### config.mk
export PLATFORM = sky130hd
export DESIGN_NAME = gclk_ctrl
export DESIGN_NICKNAME = d
export VERILOG_FILES = /design/src/rtl/gclk_pkg.sv /design/src/rtl/gclk_regs.sv /design/src/rtl/gclk_div.sv /design/src/rtl/gclk_chan.sv /design/src/rtl/gclk_ctrl.sv
export SDC_FILE = /design/constraint.sdc
export NUM_CORES = 1
export LEC_CHECK = 0
export ABC_AREA = 1
export CAP_MARGIN = 10
export CORE_MARGIN = 2
export CORE_UTILIZATION = 25
export CTS_CLUSTER_DIAMETER = 40
export DETAILED_ROUTE_END_ITERATION = 12
export DONT_BUFFER_PORTS = 1
export GPL_ROUTABILITY_DRIVEN = 0
export SLEW_MARGIN = 30
export SYNTH_ARGS = -nofsm -noshare
export SYNTH_HDL_FRONTEND = slang
export SYNTH_HIERARCHICAL = 1
export SYNTH_SLANG_ARGS = --single-unit
### constraint.sdc
create_clock -name clk -period 5.3 [get_ports clk]
set_clock_uncertainty 0.15 [all_clocks]
set_input_delay 1.06 -clock clk [delete_from_list [all_inputs] [get_ports clk]]
set_output_delay 1.06 -clock clk [all_outputs]
set_load 0.03 [all_outputs]
### src/rtl/gclk_pkg.sv
package gclk_pkg;
    localparam int ADDR_W  = 6;
    localparam int SRC_W   = 4;
    localparam int DIV_W   = 8;
    localparam int SEL_W   = 4;
    localparam int GEN_BASE = 16;
    localparam int CH_BASE  = 32;
    localparam logic [ADDR_W-1:0] A_CTRL   = 6'h00;
    localparam logic [ADDR_W-1:0] A_STATUS = 6'h01;

    localparam int F_SRC = 4;
    localparam int F_DIV = 16;
    localparam int F_SEL = 8;

    typedef struct packed {
        logic             en;
        logic             divsel;
        logic             oe;
        logic [SRC_W-1:0] src;
        logic [DIV_W-1:0] div;
    } gen_cfg_t;

    typedef struct packed {
        logic             en;
        logic             lock;
        logic [SEL_W-1:0] gen;
    } ch_cfg_t;

    function automatic gen_cfg_t gen_from_word(logic [31:0] w);
        gen_cfg_t c;
        c.en     = w[0];
        c.divsel = w[1];
        c.oe     = w[2];
        c.src    = w[F_SRC +: SRC_W];
        c.div    = w[F_DIV +: DIV_W];
        return c;
    endfunction

    function automatic logic [31:0] gen_to_word(gen_cfg_t c);
        logic [31:0] w;
        w = '0;
        w[0] = c.en;
        w[1] = c.divsel;
        w[2] = c.oe;
        w[F_SRC +: SRC_W] = c.src;
        w[F_DIV +: DIV_W] = c.div;
        return w;
    endfunction

    function automatic ch_cfg_t ch_from_word(logic [31:0] w);
        ch_cfg_t c;
        c.en   = w[0];
        c.lock = w[1];
        c.gen  = w[F_SEL +: SEL_W];
        return c;
    endfunction

    function automatic logic [31:0] ch_to_word(ch_cfg_t c);
        logic [31:0] w;
        w = '0;
        w[0] = c.en;
        w[1] = c.lock;
        w[F_SEL +: SEL_W] = c.gen;
        return w;
    endfunction

    function automatic gen_cfg_t gen_default(int idx);
        gen_cfg_t c;
        c = '0;
        if (idx == 0) begin
            c.en  = 1'b1;
            c.src = SRC_W'(1);
        end
        return c;
    endfunction
endpackage

### src/rtl/gclk_regs.sv
module gclk_regs
    import gclk_pkg::*;
#(
    parameter int NUM_GEN = 4,
    parameter int NUM_CH  = 6,
    parameter int NUM_EXT = 7
) (
    input  logic                      clk,
    input  logic                      rst_n,
    input  logic                      wr,
    input  logic [ADDR_W-1:0]         addr,
    input  logic [31:0]               wdata,
    output logic [31:0]               rdata,
    output gen_cfg_t [NUM_GEN-1:0]    gen_cfg,
    output ch_cfg_t  [NUM_CH-1:0]     ch_cfg,
    output logic                      busy
);
    typedef struct packed {
        gen_cfg_t [NUM_GEN-1:0] gen;
        ch_cfg_t  [NUM_CH-1:0]  ch;
        logic                   busy;
    } regs_t;

    regs_t regs_d, regs_q;
    logic [NUM_GEN-1:0] keep_gen;
    gen_cfg_t wr_gen;

    always_comb begin
        keep_gen = '0;
        for (int m = 0; m < NUM_CH; m++) begin
            for (int g = 0; g < NUM_GEN; g++) begin
                if (regs_q.ch[m].lock && int'(regs_q.ch[m].gen) == g)
                    keep_gen[g] = 1'b1;
            end
        end
    end

    always_comb begin
        regs_d = regs_q;
        wr_gen = gen_from_word(wdata);
        if (regs_q.busy) begin
            for (int g = 0; g < NUM_GEN; g++) begin
                if (!keep_gen[g]) regs_d.gen[g] = gen_default(g);
            end
            for (int m = 0; m < NUM_CH; m++) begin
                if (!regs_q.ch[m].lock) regs_d.ch[m] = '0;
            end
            regs_d.busy = 1'b0;
        end else if (wr) begin
            if (addr == A_CTRL && wdata[0]) regs_d.busy = 1'b1;
            for (int g = 0; g < NUM_GEN; g++) begin
                if (addr == ADDR_W'(GEN_BASE + g)) begin
                    regs_d.gen[g] = wr_gen;
                    if (g == 1 && int'(wr_gen.src) > NUM_EXT)
                        regs_d.gen[g].src = '0;
                end
            end
            for (int m = 0; m < NUM_CH; m++) begin
                if (addr == ADDR_W'(CH_BASE + m) && !regs_q.ch[m].lock)
                    regs_d.ch[m] = ch_from_word(wdata);
            end
        end
    end

    always_ff @(posedge clk or negedge rst_n) begin
        if (!rst_n) begin
            for (int g = 0; g < NUM_GEN; g++) regs_q.gen[g] <= gen_default(g);
            regs_q.ch   <= '0;
            regs_q.busy <= 1'b0;
        end else begin
            regs_q <= regs_d;
        end
    end

    always_comb begin
        rdata = '0;
        if (addr == A_CTRL || addr == A_STATUS) rdata[0] = regs_q.busy;
        for (int g = 0; g < NUM_GEN; g++) begin
            if (addr == ADDR_W'(GEN_BASE + g)) rdata = gen_to_word(regs_q.gen[g]);
        end
        for (int m = 0; m < NUM_CH; m++) begin
            if (addr == ADDR_W'(CH_BASE + m)) rdata = ch_to_word(regs_q.ch[m]);
        end
    end

    assign gen_cfg = regs_q.gen;
    assign ch_cfg  = regs_q.ch;
    assign busy    = regs_q.busy;
endmodule

### src/rtl/gclk_div.sv
module gclk_div
    import gclk_pkg::*;
#(
    parameter int CNT_W = 16
) (
    input  logic             clk,
    input  logic             rst_n,
    input  logic             en,
    input  logic             divsel,
    input  logic [DIV_W-1:0] div,
    input  logic             src_tick,
    output logic             clk_out,
    output logic             tick_out
);
    localparam int EXP_MAX = CNT_W - 1;

    typedef struct packed {
        logic [CNT_W-1:0] cnt;
        logic             out;
        logic             tick;
    } div_t;

    div_t st_d, st_q;
    logic [CNT_W-1:0] half;
    int exp_v;

    always_comb begin
        exp_v = (int'(div) > EXP_MAX) ? EXP_MAX : int'(div);
        if (divsel) half = CNT_W'(1) << exp_v;
        else if (div == '0) half = CNT_W'(1);
        else half = CNT_W'(div);
    end

    always_comb begin
        st_d = st_q;
        st_d.tick = 1'b0;
        if (!en) begin
            st_d.cnt = '0;
            st_d.out = 1'b0;
        end else if (src_tick) begin
            if (st_q.cnt >= half - CNT_W'(1)) begin
                st_d.cnt  = '0;
                st_d.out  = ~st_q.out;
                st_d.tick = ~st_q.out;
            end else begin
                st_d.cnt = st_q.cnt + CNT_W'(1);
            end
        end
    end

    always_ff @(posedge clk or negedge rst_n) begin
        if (!rst_n) st_q <= '0;
        else        st_q <= st_d;
    end

    assign clk_out  = st_q.out;
    assign tick_out = st_q.tick;
endmodule

### src/rtl/gclk_chan.sv
module gclk_chan
    import gclk_pkg::*;
#(
    parameter int NUM_GEN = 4
) (
    input  ch_cfg_t            cfg,
    input  logic [NUM_GEN-1:0] gen_en,
    input  logic [NUM_GEN-1:0] gen_out,
    input  logic [NUM_GEN-1:0] gen_tick,
    output logic               clk_o,
    output logic               tick_o
);
    always_comb begin
        clk_o  = 1'b0;
        tick_o = 1'b0;
        for (int g = 0; g < NUM_GEN; g++) begin
            if (cfg.en && int'(cfg.gen) == g && gen_en[g]) begin
                clk_o  = gen_out[g];
                tick_o = gen_tick[g];
            end
        end
    end

    logic unused_lock;
    assign unused_lock = cfg.lock;
endmodule

### src/rtl/gclk_ctrl.sv
module gclk_ctrl
    import gclk_pkg::*;
#(
    parameter int NUM_GEN = 4,
    parameter int NUM_CH  = 6,
    parameter int NUM_EXT = 7,
    parameter int CNT_W   = 16
) (
    input  logic               clk,
    input  logic               rst_n,
    input  logic               bus_wr,
    input  logic [5:0]         bus_addr,
    input  logic [31:0]        bus_wdata,
    output logic [31:0]        bus_rdata,
    input  logic [NUM_EXT-1:0] src_tick,
    input  logic [NUM_GEN-1:0] pin_in,
    output logic [NUM_GEN-1:0] pin_out,
    output logic [NUM_GEN-1:0] pin_oe,
    output logic               main_clk,
    output logic               main_tick,
    output logic [NUM_CH-1:0]  ch_clk,
    output logic [NUM_CH-1:0]  ch_tick
);
    localparam int CASCADE_CODE = NUM_EXT + 1;
    localparam int CASCADE_GEN  = 1;

    gen_cfg_t [NUM_GEN-1:0] gen_cfg;
    ch_cfg_t  [NUM_CH-1:0]  ch_cfg;
    logic                   swrst_busy;
    logic [NUM_GEN-1:0]     gen_en;
    logic [NUM_GEN-1:0]     gen_out;
    logic [NUM_GEN-1:0]     gen_tick;
    logic [NUM_GEN-1:0]     sel_tick;

    gclk_regs #(.NUM_GEN(NUM_GEN), .NUM_CH(NUM_CH), .NUM_EXT(NUM_EXT)) u_regs (
        .clk     (clk),
        .rst_n   (rst_n),
        .wr      (bus_wr),
        .addr    (bus_addr),
        .wdata   (bus_wdata),
        .rdata   (bus_rdata),
        .gen_cfg (gen_cfg),
        .ch_cfg  (ch_cfg),
        .busy    (swrst_busy)
    );

    for (genvar g = 0; g < NUM_GEN; g++) begin : g_gen
        always_comb begin
            sel_tick[g] = 1'b0;
            if (gen_cfg[g].src == '0) sel_tick[g] = pin_in[g] & ~gen_cfg[g].oe;
            for (int k = 0; k < NUM_EXT; k++) begin
                if (int'(gen_cfg[g].src) == k + 1) sel_tick[g] = src_tick[k];
            end
            if (g != CASCADE_GEN && int'(gen_cfg[g].src) == CASCADE_CODE)
                sel_tick[g] = gen_tick[CASCADE_GEN];
        end

        assign gen_en[g] = gen_cfg[g].en;
        assign pin_oe[g] = gen_cfg[g].oe;

        gclk_div #(.CNT_W(CNT_W)) u_div (
            .clk      (clk),
            .rst_n    (rst_n),
            .en       (gen_cfg[g].en),
            .divsel   (gen_cfg[g].divsel),
            .div      (gen_cfg[g].div),
            .src_tick (sel_tick[g]),
            .clk_out  (gen_out[g]),
            .tick_out (gen_tick[g])
        );
    end

    for (genvar m = 0; m < NUM_CH; m++) begin : g_ch
        gclk_chan #(.NUM_GEN(NUM_GEN)) u_chan (
            .cfg      (ch_cfg[m]),
            .gen_en   (gen_en),
            .gen_out  (gen_out),
            .gen_tick (gen_tick),
            .clk_o    (ch_clk[m]),
            .tick_o   (ch_tick[m])
        );
    end

    assign pin_out   = gen_out;
    assign main_clk  = gen_out[0];
    assign main_tick = gen_tick[0];
endmodule

==> results.json <==
{
  "fillers": 6491,
  "fp.coreArea_mm2": 0.0587,
  "fin_crit_sh_pct": 77.9,
  "slowest_stage": "dfrtp_1",
  "root_buffer": "clkbuf_16",
  "wire_per_inst_um": 15.4,
  "post_cts_resized": 0,
  "final_area_mm2": 0.0161,
  "ant_nets": 0,
  "detailroute.via_count": 14200,
  "place_area_mm2": 0.0155,
  "cts.sinks": 169,
  "drv_slew": 0,
  "synth_compound_area_share_pct": 9.59,
  "worst-setup-path-type": "reg2out",
  "p_leak_uw": 0.00790,
  "final_hold_viol_count": 0,
  "yosys.area_share.adder_pct": 6.10,
  "critPathArrivalTime_ps": 2920,
  "cp_cell_sequence": "inv_1, nor2_1, nand3_1, nand2_1, nand2_1, nand3_1, nand2_1, nand4_1, nand2_1, nand2_1",
  "final_cell_mix": "nand2_1, inv_1, nor2_1",
  "maxSlewHeadroom_pct": 30.7,
  "status": "completed",
  "ys_ff_latch": 169,
  "grt-busiest-layer": "met2",
  "htree_levels": 4,
  "path_buf_inv": 1,
  "min_period_ps": 4130,
  "numPortBuffers": 0,
  "synth_xor_area_share_pct": 3.15,
  "required_ps": 4090,
  "end_kind": "output port",
  "gr-usage-met3_pct": 4.22,
  "ys_seq_area_share_pct": 28.7,
  "fin_ws_ps": 1170,
  "drt_iter0_markers": 1129,
  "rr_startpoint": "u_regs/gen_cfg[13]",
  "hold_class": "in2async",
  "start_util_pct": 25.1,
  "viasPerCell": 4.80,
  "multi_input_comb_area_mm2": 0.00903,
  "timing.fmax_mhz": 242,
  "path_common_cell": "nand2_1",
  "tns_ps": 0,
  "syn_area_mm2": 0.0148,
  "clk_pin_slew_ps": 80,
  "grt.total_usage_pct": 15.3,
  "gr-usage-met1_pct": 21.6,
  "synth_top_family_by_area": "simple AND/OR/NAND/NOR gates",
  "rows": 89,
  "powerDensity_mw_per_mm2": 276,
  "fp.dieH_um": 247,
  "yosys.area_share.simple_pct": 41.9,
  "synth_area_per_cell_um2": 6.74,
  "die_x_um": 247,
  "cts_setup_buffers": 0,
  "ios": 106,
  "grt_pass1_wl_um": 73100,
  "syn_inst": 2190,
  "cts_tree": "built",
  "finish.utilization_pct": 27.4,
  "rsz0062_at_grt": "no",
  "die_area_mm2": 0.0610,
  "synthMuxAreaShare_pct": 0,
  "finalWirelength_um": 45600,
  "r2r_end": "g_gen[0].u_div/st_q[5]",
  "numCtsBuffers": 17,
  "syn_to_final_growth_pct": 8.94,
  "grtUsageMet2_pct": 22.4,
  "crit_fanout": 22,
  "grt_pass1_vias": 13200,
  "clkLatencyLatePin_ps": 490,
  "overflow": 0,
  "pre_cts_ws_ps": 1240,
  "place_inst": 2929,
  "cp-start-kind": "flip-flop",
  "final_common_cell": "nand2_1",
  "rr_worst_depth": 16,
  "cts_hold_buffers": 0,
  "max_stage_delay_ps": 1020,
  "dr.pass1.iters": 5,
  "maxCapViolCount": 0,
  "grt_max_degree": 170,
  "antenna_found_initial": 2,
  "finalSetupViolCount": 0,
  "drive_above_1_share_pct": 9.37,
  "seqCellArea_mm2": 0.00423,
  "stdcell_count": 2963,
  "drc": 0,
  "r2r_slack_ps": 1240,
  "clockBufferDepth": 2,
  "critical_path.top_delay_family": "flip-flops",
  "tightest_slew_ps": 1040,
  "dp_hpwl_um": 34700,
  "yosysWarnings": 6,
  "nNetsFinal": 2299,
  "ir_worst_vdd_mv": 0.259,
  "netlist-cell-type-count": 43
}
## logic make-up (layout without fill, tap and decap cells)
family,after synthesis,count (layout)
other,5,19
adder cells (fa/ha/maj),72,72
AND/OR/NAND/NOR,1277,1277
buffers and inverters,370,356
flip-flops,169,169
XOR/XNOR,53,53
AO/OA/AOI/OAI,244,244
## flip-flops by register name, indices dropped and copies added, names as in the netlist
register and cells:
g_gen.u_div/st_q 64, g_gen.u_div/tick_out 4, u_regs/gen_cfg 60, u_regs/ch_cfg 36, g_gen.u_div/clk_out 4, u_regs/busy 1
## area by class of cell
cell class | instances | area share, %
repair buffers | 11 | 0.514
clock inverters | 15 | 0.988
diodes | 2 | 0.0311
flip-flops and latches | 169 | 26.3
multi-input cells | 1663 | 56.2
clock buffers | 17 | 2.65
well taps | 773 | 6.02
inverters | 313 | 7.31
## synth_stat cells, drive strengths merged
library cell	count	share of area, %
nand4	124	5.3
buf	45	2.2
o2111ai	6	0.36
nand3b	10	0.51
o22ai	15	0.64
a31oi	4	0.17
nor3	47	2.1
clkbuf	12	0.31
dfrtp	167	28
xnor2	4	0.24
conb	5	0.13
dfstp	2	0.36
o21ai	114	4.1
nor2	285	9.0
o21a	4	0.20
xor2	49	2.9
a21oi	76	2.7
nand2	575	15
or2	1	0.042
o211ai	8	0.61
nor4	8	0.34
inv	313	8.0
a21boi	1	0.051
ha	72	6.1
a22oi	16	0.81
nand3	227	9.2
## worst max path at each step
stage | from | to | cells past startpoint
2_1_floorplan | bus_addr[3] | bus_rdata[16] | 8
3_3_place_gp | bus_addr[5] | bus_rdata[4] | 6
3_5_place_dp | u_regs/gen_cfg[13] | g_gen[0].u_div/st_q[5] | 16
4_1_cts | u_regs/gen_cfg[13] | g_gen[0].u_div/st_q[5] | 16
5_1_grt | u_regs/gen_cfg[58] | g_gen[3].u_div/st_q[4] | 17
6_report | u_regs/busy | bus_rdata[0] | 10
## report_power, final
group          switching, uW  internal (uW)  leakage (uW)
logic                   1050            488       0.00538
clock network            649            627      0.000278
registers                231           1390       0.00225
total                   1930           2510       0.00790
## metal layers
| layer | part of all wire (%) | up-vias |
|---|---|---|
| li1 | - | 7176 |
| met1 | 48 | 6629 |
| met2 | 42 | 379 |
| met3 | 7.8 | 41 |
| met4 | 2.3 | 2 |
| met5 | 0.029 | - |
## through the flow
stage               hold WS, ps  total power, uW
finish                      127             4430
global route               98.4             4770
CTS                        82.0             4470
detailed placement          368             3180
global placement            367             3160
floorplan                   314             2830
## worst reg2reg max path, stage by stage (launching register included)
cell and delay [ps]:
dfrtp_1 670, inv_1 280, a22oi_1 440, ha_1 270, nand3_2 100, nor2_2 200, nand4_1 120, nand2_1 120
inv_1 50, ha_1 270, nand4_1 100, inv_1 50, a21oi_1 170, nand3_1 150, nor2_1 600, nand3_1 130
o21ai_0 110
No activity file was read; power rests on OpenSTA's default activity.
